===== src/rtl/rt_pkg.sv =====
// Package: shared constants and state-stepping functions for the raster
// timing generator. Assumes the fixed tap positions of both counters; the
// functions are used at elaboration time to find decode states.
package rt_pkg;

    localparam int H_W = 7;
    localparam int V_W = 8;
    localparam logic [H_W-1:0] H_START = '0;
    localparam logic [V_W-1:0] V_START = '0;
    localparam logic [H_W-1:0] H_PARK  = '1;

    // One horizontal step: shift left, XNOR of bits 6 and 0 enters bit 0.
    function automatic logic [H_W-1:0] h_step(input logic [H_W-1:0] s);
        return {s[H_W-2:0], ~(s[H_W-1] ^ s[0])};
    endfunction

    // One vertical step: shift left, XNOR of bits 7 and 4 enters bit 0.
    function automatic logic [V_W-1:0] v_step(input logic [V_W-1:0] s);
        return {s[V_W-2:0], ~(s[7] ^ s[4])};
    endfunction

    // Horizontal state reached n steps after the line start (n < 127).
    function automatic logic [H_W-1:0] h_at(input int n);
        logic [H_W-1:0] s;
        s = H_START;
        for (int i = 0; i < n; i++) s = h_step(s);
        return s;
    endfunction

    // Vertical state reached k steps after the field start.
    function automatic logic [V_W-1:0] v_at(input int k);
        logic [V_W-1:0] s;
        s = V_START;
        for (int i = 0; i < k; i++) s = v_step(s);
        return s;
    endfunction

endpackage


===== src/rtl/rt_clk_div.sv =====
// Module: divides the master clock to a one-clock pixel enable.
// Assumes DIV >= 2; the enable is high on the last count of each period.
module rt_clk_div #(
    parameter int DIV = 2
) (
    input  logic clk,
    input  logic rst_n,
    output logic pix_en
);
    localparam int CW = (DIV > 2) ? $clog2(DIV) : 1;
    localparam logic [CW-1:0] LAST = CW'(DIV - 1);

    logic [CW-1:0] cnt;

    // Count clocks modulo DIV.
    always_ff @(posedge clk) begin
        if (!rst_n)           cnt <= '0;
        else if (cnt == LAST) cnt <= '0;
        else                  cnt <= cnt + 1'b1;
    end

    assign pix_en = (cnt == LAST);
endmodule


===== src/rtl/rt_hcount.sv =====
// Module: horizontal pixel counter. A 127-state XNOR shift register plus
// one parked all-ones slot gives exactly 128 pixel slots per line. The
// parked slot is the line end; the reload state is never all ones.
module rt_hcount (
    input  logic                    clk,
    input  logic                    rst_n,
    input  logic                    pix_en,
    output logic [rt_pkg::H_W-1:0]  state,
    output logic                    line_end
);
    import rt_pkg::*;

    logic [H_W-1:0] stepped;
    assign stepped  = h_step(state);
    assign line_end = (state == H_PARK);

    // Advance one slot per pixel enable, parking before the wrap.
    always_ff @(posedge clk) begin
        if (!rst_n)                 state <= H_START;
        else if (pix_en) begin
            if (line_end)           state <= H_START;
            else if (stepped == H_START) state <= H_PARK;
            else                    state <= stepped;
        end
    end
endmodule


===== src/rtl/rt_vcount.sv =====
// Module: vertical line counter. A parity flop halves the line rate and
// the 8-bit XNOR shift register steps after every odd line. The field is
// cut at the decoded last line. Assumes V_TOTAL is even and at most 434.
module rt_vcount #(
    parameter int V_TOTAL = 262
) (
    input  logic                    clk,
    input  logic                    rst_n,
    input  logic                    adv,
    output logic [rt_pkg::V_W-1:0]  state,
    output logic                    odd,
    output logic                    field_end
);
    import rt_pkg::*;

    localparam logic [V_W-1:0] V_TERM = v_at((V_TOTAL - 1) / 2);

    assign field_end = odd && (state == V_TERM);

    // Step parity every line and the register after each odd line.
    always_ff @(posedge clk) begin
        if (!rst_n) begin
            state <= V_START;
            odd   <= 1'b0;
        end else if (adv) begin
            if (field_end) begin
                state <= V_START;
                odd   <= 1'b0;
            end else begin
                odd <= ~odd;
                if (odd) state <= v_step(state);
            end
        end
    end
endmodule


===== src/rtl/rt_sr_latch.sv =====
// Module: clocked set/reset latch. Clear wins over set; both act only on
// an enable edge.
module rt_sr_latch (
    input  logic clk,
    input  logic rst_n,
    input  logic en,
    input  logic set,
    input  logic clr,
    output logic q
);
    // Hold, set or clear on each enabled edge.
    always_ff @(posedge clk) begin
        if (!rst_n)       q <= 1'b0;
        else if (en) begin
            if (clr)      q <= 1'b0;
            else if (set) q <= 1'b1;
        end
    end
endmodule


===== src/rtl/raster_timer.sv =====
// Module: top of the raster timing generator. Decodes exact counter
// states into landmark strobes and drives five set/reset latches (hsync,
// vsync, horizontal and vertical active windows, score band). Assumes all
// slot positions lie within 1..126 and all line positions within 1..V_TOTAL-2.
module raster_timer #(
    parameter int DIV           = 2,
    parameter int H_LEFT_WALL   = 22,
    parameter int H_CENTER      = 62,
    parameter int H_RIGHT_WALL  = 98,
    parameter int H_SYNC_START  = 120,
    parameter int H_ACT_FIRST   = 24,
    parameter int H_ACT_LAST    = 96,
    parameter int V_TOTAL       = 262,
    parameter int V_TOP         = 42,
    parameter int V_BOTTOM      = 232,
    parameter int V_SCORE_FIRST = 44,
    parameter int V_SCORE_LAST  = 68,
    parameter int V_ACT_FIRST   = 40,
    parameter int V_ACT_LAST    = 231,
    parameter int V_SYNC_FIRST  = 258
) (
    input  logic       clk,
    input  logic       rst_n,
    output logic       pix_en,
    output logic [6:0] h_state,
    output logic [7:0] v_state,
    output logic       v_odd,
    output logic       left_wall,
    output logic       center_line,
    output logic       right_wall,
    output logic       top_border,
    output logic       bottom_border,
    output logic       score_band,
    output logic       blank,
    output logic       hsync,
    output logic       vsync,
    output logic       csync_n
);
    import rt_pkg::*;

    // Horizontal decode states.
    localparam logic [H_W-1:0] HS_LEFT   = h_at(H_LEFT_WALL);
    localparam logic [H_W-1:0] HS_CENTER = h_at(H_CENTER);
    localparam logic [H_W-1:0] HS_RIGHT  = h_at(H_RIGHT_WALL);
    localparam logic [H_W-1:0] HS_SYNC   = h_at(H_SYNC_START - 1);
    localparam logic [H_W-1:0] HS_ASET   = h_at(H_ACT_FIRST - 1);
    localparam logic [H_W-1:0] HS_ACLR   = h_at(H_ACT_LAST);

    // Vertical decode states and parities, one pair per decoded line.
    localparam logic [V_W-1:0] VS_TOP  = v_at(V_TOP / 2);
    localparam logic           VP_TOP  = 1'(V_TOP % 2);
    localparam logic [V_W-1:0] VS_BOT  = v_at(V_BOTTOM / 2);
    localparam logic           VP_BOT  = 1'(V_BOTTOM % 2);
    localparam logic [V_W-1:0] VS_SSET = v_at((V_SCORE_FIRST - 1) / 2);
    localparam logic           VP_SSET = 1'((V_SCORE_FIRST - 1) % 2);
    localparam logic [V_W-1:0] VS_SCLR = v_at(V_SCORE_LAST / 2);
    localparam logic           VP_SCLR = 1'(V_SCORE_LAST % 2);
    localparam logic [V_W-1:0] VS_ASET = v_at((V_ACT_FIRST - 1) / 2);
    localparam logic           VP_ASET = 1'((V_ACT_FIRST - 1) % 2);
    localparam logic [V_W-1:0] VS_ACLR = v_at(V_ACT_LAST / 2);
    localparam logic           VP_ACLR = 1'(V_ACT_LAST % 2);
    localparam logic [V_W-1:0] VS_YSET = v_at((V_SYNC_FIRST - 1) / 2);
    localparam logic           VP_YSET = 1'((V_SYNC_FIRST - 1) % 2);

    localparam int NL = 5;           // latch count
    localparam int L_HSYNC = 0;
    localparam int L_HACT  = 1;
    localparam int L_VSYNC = 2;
    localparam int L_VACT  = 3;
    localparam int L_SCORE = 4;

    logic line_end, field_end, line_adv;
    logic [NL-1:0] l_en, l_set, l_clr, l_q;

    rt_clk_div #(.DIV(DIV)) u_div (
        .clk(clk), .rst_n(rst_n), .pix_en(pix_en)
    );

    rt_hcount u_h (
        .clk(clk), .rst_n(rst_n), .pix_en(pix_en),
        .state(h_state), .line_end(line_end)
    );

    assign line_adv = pix_en & line_end;

    rt_vcount #(.V_TOTAL(V_TOTAL)) u_v (
        .clk(clk), .rst_n(rst_n), .adv(line_adv),
        .state(v_state), .odd(v_odd), .field_end(field_end)
    );

    // Landmark strobes: exact-state compares.
    assign left_wall     = (h_state == HS_LEFT);
    assign center_line   = (h_state == HS_CENTER);
    assign right_wall    = (h_state == HS_RIGHT);
    assign top_border    = (v_state == VS_TOP) && (v_odd == VP_TOP);
    assign bottom_border = (v_state == VS_BOT) && (v_odd == VP_BOT);

    // Latch set/clear decodes.
    always_comb begin
        l_en[L_HSYNC]  = pix_en;
        l_set[L_HSYNC] = (h_state == HS_SYNC);
        l_clr[L_HSYNC] = line_end;
        l_en[L_HACT]   = pix_en;
        l_set[L_HACT]  = (h_state == HS_ASET);
        l_clr[L_HACT]  = (h_state == HS_ACLR);
        l_en[L_VSYNC]  = line_adv;
        l_set[L_VSYNC] = (v_state == VS_YSET) && (v_odd == VP_YSET);
        l_clr[L_VSYNC] = field_end;
        l_en[L_VACT]   = line_adv;
        l_set[L_VACT]  = (v_state == VS_ASET) && (v_odd == VP_ASET);
        l_clr[L_VACT]  = (v_state == VS_ACLR) && (v_odd == VP_ACLR);
        l_en[L_SCORE]  = line_adv;
        l_set[L_SCORE] = (v_state == VS_SSET) && (v_odd == VP_SSET);
        l_clr[L_SCORE] = (v_state == VS_SCLR) && (v_odd == VP_SCLR);
    end

    for (genvar g = 0; g < NL; g++) begin : g_latch
        rt_sr_latch u_l (
            .clk(clk), .rst_n(rst_n), .en(l_en[g]),
            .set(l_set[g]), .clr(l_clr[g]), .q(l_q[g])
        );
    end

    assign hsync      = l_q[L_HSYNC];
    assign vsync      = l_q[L_VSYNC];
    assign score_band = l_q[L_SCORE];
    assign blank      = ~(l_q[L_HACT] & l_q[L_VACT]);
    assign csync_n    = ~(hsync | vsync);
endmodule


===== config.mk =====
export PLATFORM = sky130hd
export DESIGN_NAME = raster_timer
export DESIGN_NICKNAME = d
export VERILOG_FILES = /design/src/rtl/rt_pkg.sv /design/src/rtl/rt_clk_div.sv /design/src/rtl/rt_hcount.sv /design/src/rtl/rt_vcount.sv /design/src/rtl/rt_sr_latch.sv /design/src/rtl/raster_timer.sv
export SDC_FILE = /design/constraint.sdc
export NUM_CORES = 1
export LEC_CHECK = 0
export CORE_ASPECT_RATIO = 1.2
export CORE_MARGIN = 5
export CORE_UTILIZATION = 33
export CTS_CLUSTER_SIZE = 16
export DETAILED_ROUTE_END_ITERATION = 8
export SLEW_MARGIN = 20
export SYNTH_ARGS = -nofsm -noshare
export SYNTH_HDL_FRONTEND = slang
export SYNTH_SLANG_ARGS = --single-unit

===== constraint.sdc =====
create_clock -name clk -period 3.97 [get_ports clk]
set_input_delay 0.794 -clock clk [delete_from_list [all_inputs] [get_ports clk]]
set_output_delay 0.794 -clock clk [all_outputs]
set_load 0.02 [all_outputs]

==> results_dict.tcl <==
set metrics [dict create \
    syn_area_per_cell_sq_um 8.004 \
    rsz0062_at_grt "no" \
    crit_family "simple AND/OR/NAND/NOR gates" \
    yosys_register_bits 22 \
    cp_data_arrival_time_ps 2070 \
    ys_types 38 \
    period_needed_ps 2862 \
    vias 1082 \
    totalWireLength_mm 2.782 \
    synth_xor_xnor_area_share_pct 0.8046 \
    crit_chain "nand4bb_1 -> nor3b_1 -> nand2_1 -> nor2_1 -> clkdlybuf4s50_1" \
    gp_congestion 0.8814 \
    antenna_found_initial 0 \
    drt_iter0_drc 32 \
    dieArea_sq_mm 0.004552 \
    finalCritPeriodShare_pct 72.09 \
    cts_setup_buffers 0 \
    ys_seq_area_share_pct 40.46 \
    path_buf_inv 1 \
    start_util_pct 35.00 \
    hold_end "g_latch[4].u_l.q" \
    cp_slowest_cell "clkdlybuf4s50_1" \
    pwr-share-clk_pct 40.5 \
    synth.cell_area_sq_mm 0.001089 \
    r2r-start "u_h.state[5]" \
    cp-startpoint "u_v.state[3]" \
    finalClockSkew_ps 9.309 \
    design.core.area_sq_mm 0.003110 \
    tightest_slew_ps 444.6 \
    final_cells 196 \
    hp-start "g_latch[4].u_l.q" \
    p_int_mw 0.3344 \
    end_kind "output port" \
    grt_util_all_layers_pct 12.70 \
    wire_per_inst_microns 14.19 \
    switching_power_mw 0.08573 \
    syn_to_final_growth_pct 30.34 \
    hold_violations 0 \
    layout_commonest_cell "clkdlybuf4s50_1" \
    nNetsFinal 164 \
    grt_max_degree 14 \
    path_class "flop to output port" \
    rr_endpoint "g_latch[3].u_l.q" \
    required_ps 3180 \
    ir_drop_uv 161.5 \
    power_density_mw_per_mm2 296.1 \
    first_global_vias 1051 \
    drc 0 \
    synth_mux_area_share_pct 1.839 \
    swShare_pct 20.41 \
    cap_viol_max_count 0 \
    hp-class "flop to flop" \
    cts_made_buffers 3 \
    comb_power_share_pct 4.8 \
    cts_tree "built" \
    rr_worst_depth 4 \
    synth_top_family_by_area "simple AND/OR/NAND/NOR gates" \
    max_stage_delay_ps 600 \
    synth_fa_ha_area_share_pct 1.149 \
    syn_inst 136 \
    vias_per_cell 5.520 \
    outcome "completed" \
    row_count 22 \
    cts_sinks 22 \
    dr.pass1.iters 4 \
    synth_simple_gate_area_share_pct 37.13 \
    ys.warnings.count 0 \
    worst_hold_path.num_cells 2 \
    post_cts_resize_count 0 \
    grt_overflow_total 0 \
    setup_viol_count_final 0 \
    mostFrequentLayoutCells "clkdlybuf4s50_1, dfxtp_1, nand2_1" \
    drive_above_1_share_pct 7.500 \
    dp_cells 192 \
    relSlewSlack_pct 70.25 \
    fmax_mhz 349.4 \
    place_hpwl_mm 2.094 \
    io_buffers 28 \
    synth_compound_area_share_pct 13.22 \
    hold_buffers 0 \
    insertion_delay_ps 310 \
    die-width_microns 62.43 \
    grt_first_pass_wirelength_mm 4.781 \
    startpoint_type "flop" \
    diodes 0 \
    crit_path_max_fanout 8 \
    p_seq_share_pct 54.7 \
    rrSetupSlack_ps 2310 \
    ios 29 \
    ant_nets 0 \
    synth_nets 139 \
    clkSlewWorstSetupHoldPaths_ps 130 \
    die_h_microns 72.92 \
    setup-tns-final_ps 0 \
    p_leak_nw 0.4460 \
    clk_path_buf_depth 2 \
    root_buffer "clkbuf_4" \
    slew_violations 0 \
    h-tree-depth 1 \
]
==> registers in the layout, indices dropped and copies added, names as in the netlist <==
register	cells
u_v.odd	1
u_v.state	8
g_latch.u_l.q	5
u_div.pix_en	1
u_h.state	7
==> cell usage after synthesis <==
master | number | area, sq um
buf_2 | 2 | 10.01
and3_1 | 2 | 12.51
clkinv_1 | 1 | 3.750
nand2_1 | 21 | 78.83
o22ai_1 | 5 | 31.28
nand2b_1 | 1 | 6.260
a21boi_0 | 1 | 7.510
buf_4 | 2 | 15.01
nand4bb_1 | 1 | 11.26
and3b_2 | 1 | 10.01
or4b_1 | 1 | 10.01
dfxtp_1 | 22 | 440.4
inv_1 | 2 | 7.510
o21ai_1 | 1 | 5.000
nand2_2 | 1 | 6.260
nor4b_1 | 1 | 8.760
nand3_1 | 5 | 25.02
and4bb_2 | 1 | 12.51
and2_1 | 2 | 12.51
o21ai_0 | 11 | 55.05
nor3_1 | 1 | 5.000
nor3b_1 | 3 | 22.52
or3_1 | 2 | 12.51
a31oi_1 | 3 | 18.77
xnor2_1 | 1 | 8.760
nor4_1 | 3 | 18.77
nand4_1 | 5 | 31.28
buf_6 | 1 | 11.26
nor2_1 | 18 | 67.56
ha_1 | 1 | 12.51
and4_2 | 3 | 30.03
o41ai_1 | 1 | 8.760
mux2i_1 | 2 | 20.02
and4_4 | 1 | 11.26
and3_4 | 1 | 11.26
clkbuf_1 | 3 | 11.26
a211oi_1 | 1 | 7.510
a21oi_1 | 2 | 10.01
==> cell families (layout without fill, tap and decap cells) <==
kind of cell             Yosys count  in the layout
flip-flops                        22             22
AND/OR/NAND/NOR                   74             74
multiplexers                       2              2
adder cells (fa/ha/maj)            1              1
buffers and inverters             11             35
AO/OA/AOI/OAI                     25             25
XOR/XNOR                           1              1
==> metal layers <==
metal / GRT usage (%) / wire (microns)
met1: 14.84 / 1177
met2: 22.58 / 1403
met3: 2.773 / 174
met4: 4.953 / 27
met5: 0 / 0
==> cell type report <==
class / instances / area (sq um)
Clock buffer: 3 / 22.52
Inverter: 3 / 11.26
Multi-Input combinational cell: 103 / 589.3
Clock inverter: 1 / 30.03
Timing Repair Buffer: 28 / 280.3
Sequential cell: 22 / 440.4
Fill cell: 317 / 1692
Tap cell: 36 / 45.04
==> worst register-to-register path, stage by stage, from the launching register on <==
cell and delay [ps]:
dfxtp_1 540, and4_4 300, nand2_2 60, or4b_1 490
a31oi_1 190
==> power groups by stage <==
stage               Combinational (mW)  Sequential, mW  Clock, mW
floorplan                       0.0109           0.235          0
global placement                0.0200           0.235          0
detailed placement              0.0202           0.235          0
CTS                             0.0204           0.230      0.176
global route                    0.0227           0.231      0.184
finish                          0.0202           0.230      0.170
==> worst max path at each step <==
stage,end,cells after the start
4_1_cts,top_border,5
5_1_grt,top_border,5
3_3_place_gp,top_border,5
3_5_place_dp,top_border,5
2_1_floorplan,bottom_border,3
6_report,top_border,5
==> per-stage QoR <==
| stage | worst slack (ps) | cell area (sq um) | utilization, % | hold WS (ps) | total power [mW] |
|---|---|---|---|---|---|
| after CTS | 1085 | 1419 | 45.62 | 496.9 | 0.4259 |
| after global placement | 1450 | 1366 | 43.93 | 474.2 | 0.2548 |
| after global routing | 872.7 | 1419 | 45.62 | 529.8 | 0.4377 |
| after detailed placement | 1454 | 1366 | 43.93 | 482.2 | 0.2548 |
| after floorplan | 1672 | 1089 | - | 470.5 | 0.2457 |
| final | 1108 | 1419 | 45.62 | 488.2 | 0.4201 |
(Power assumes the default switching activity.)
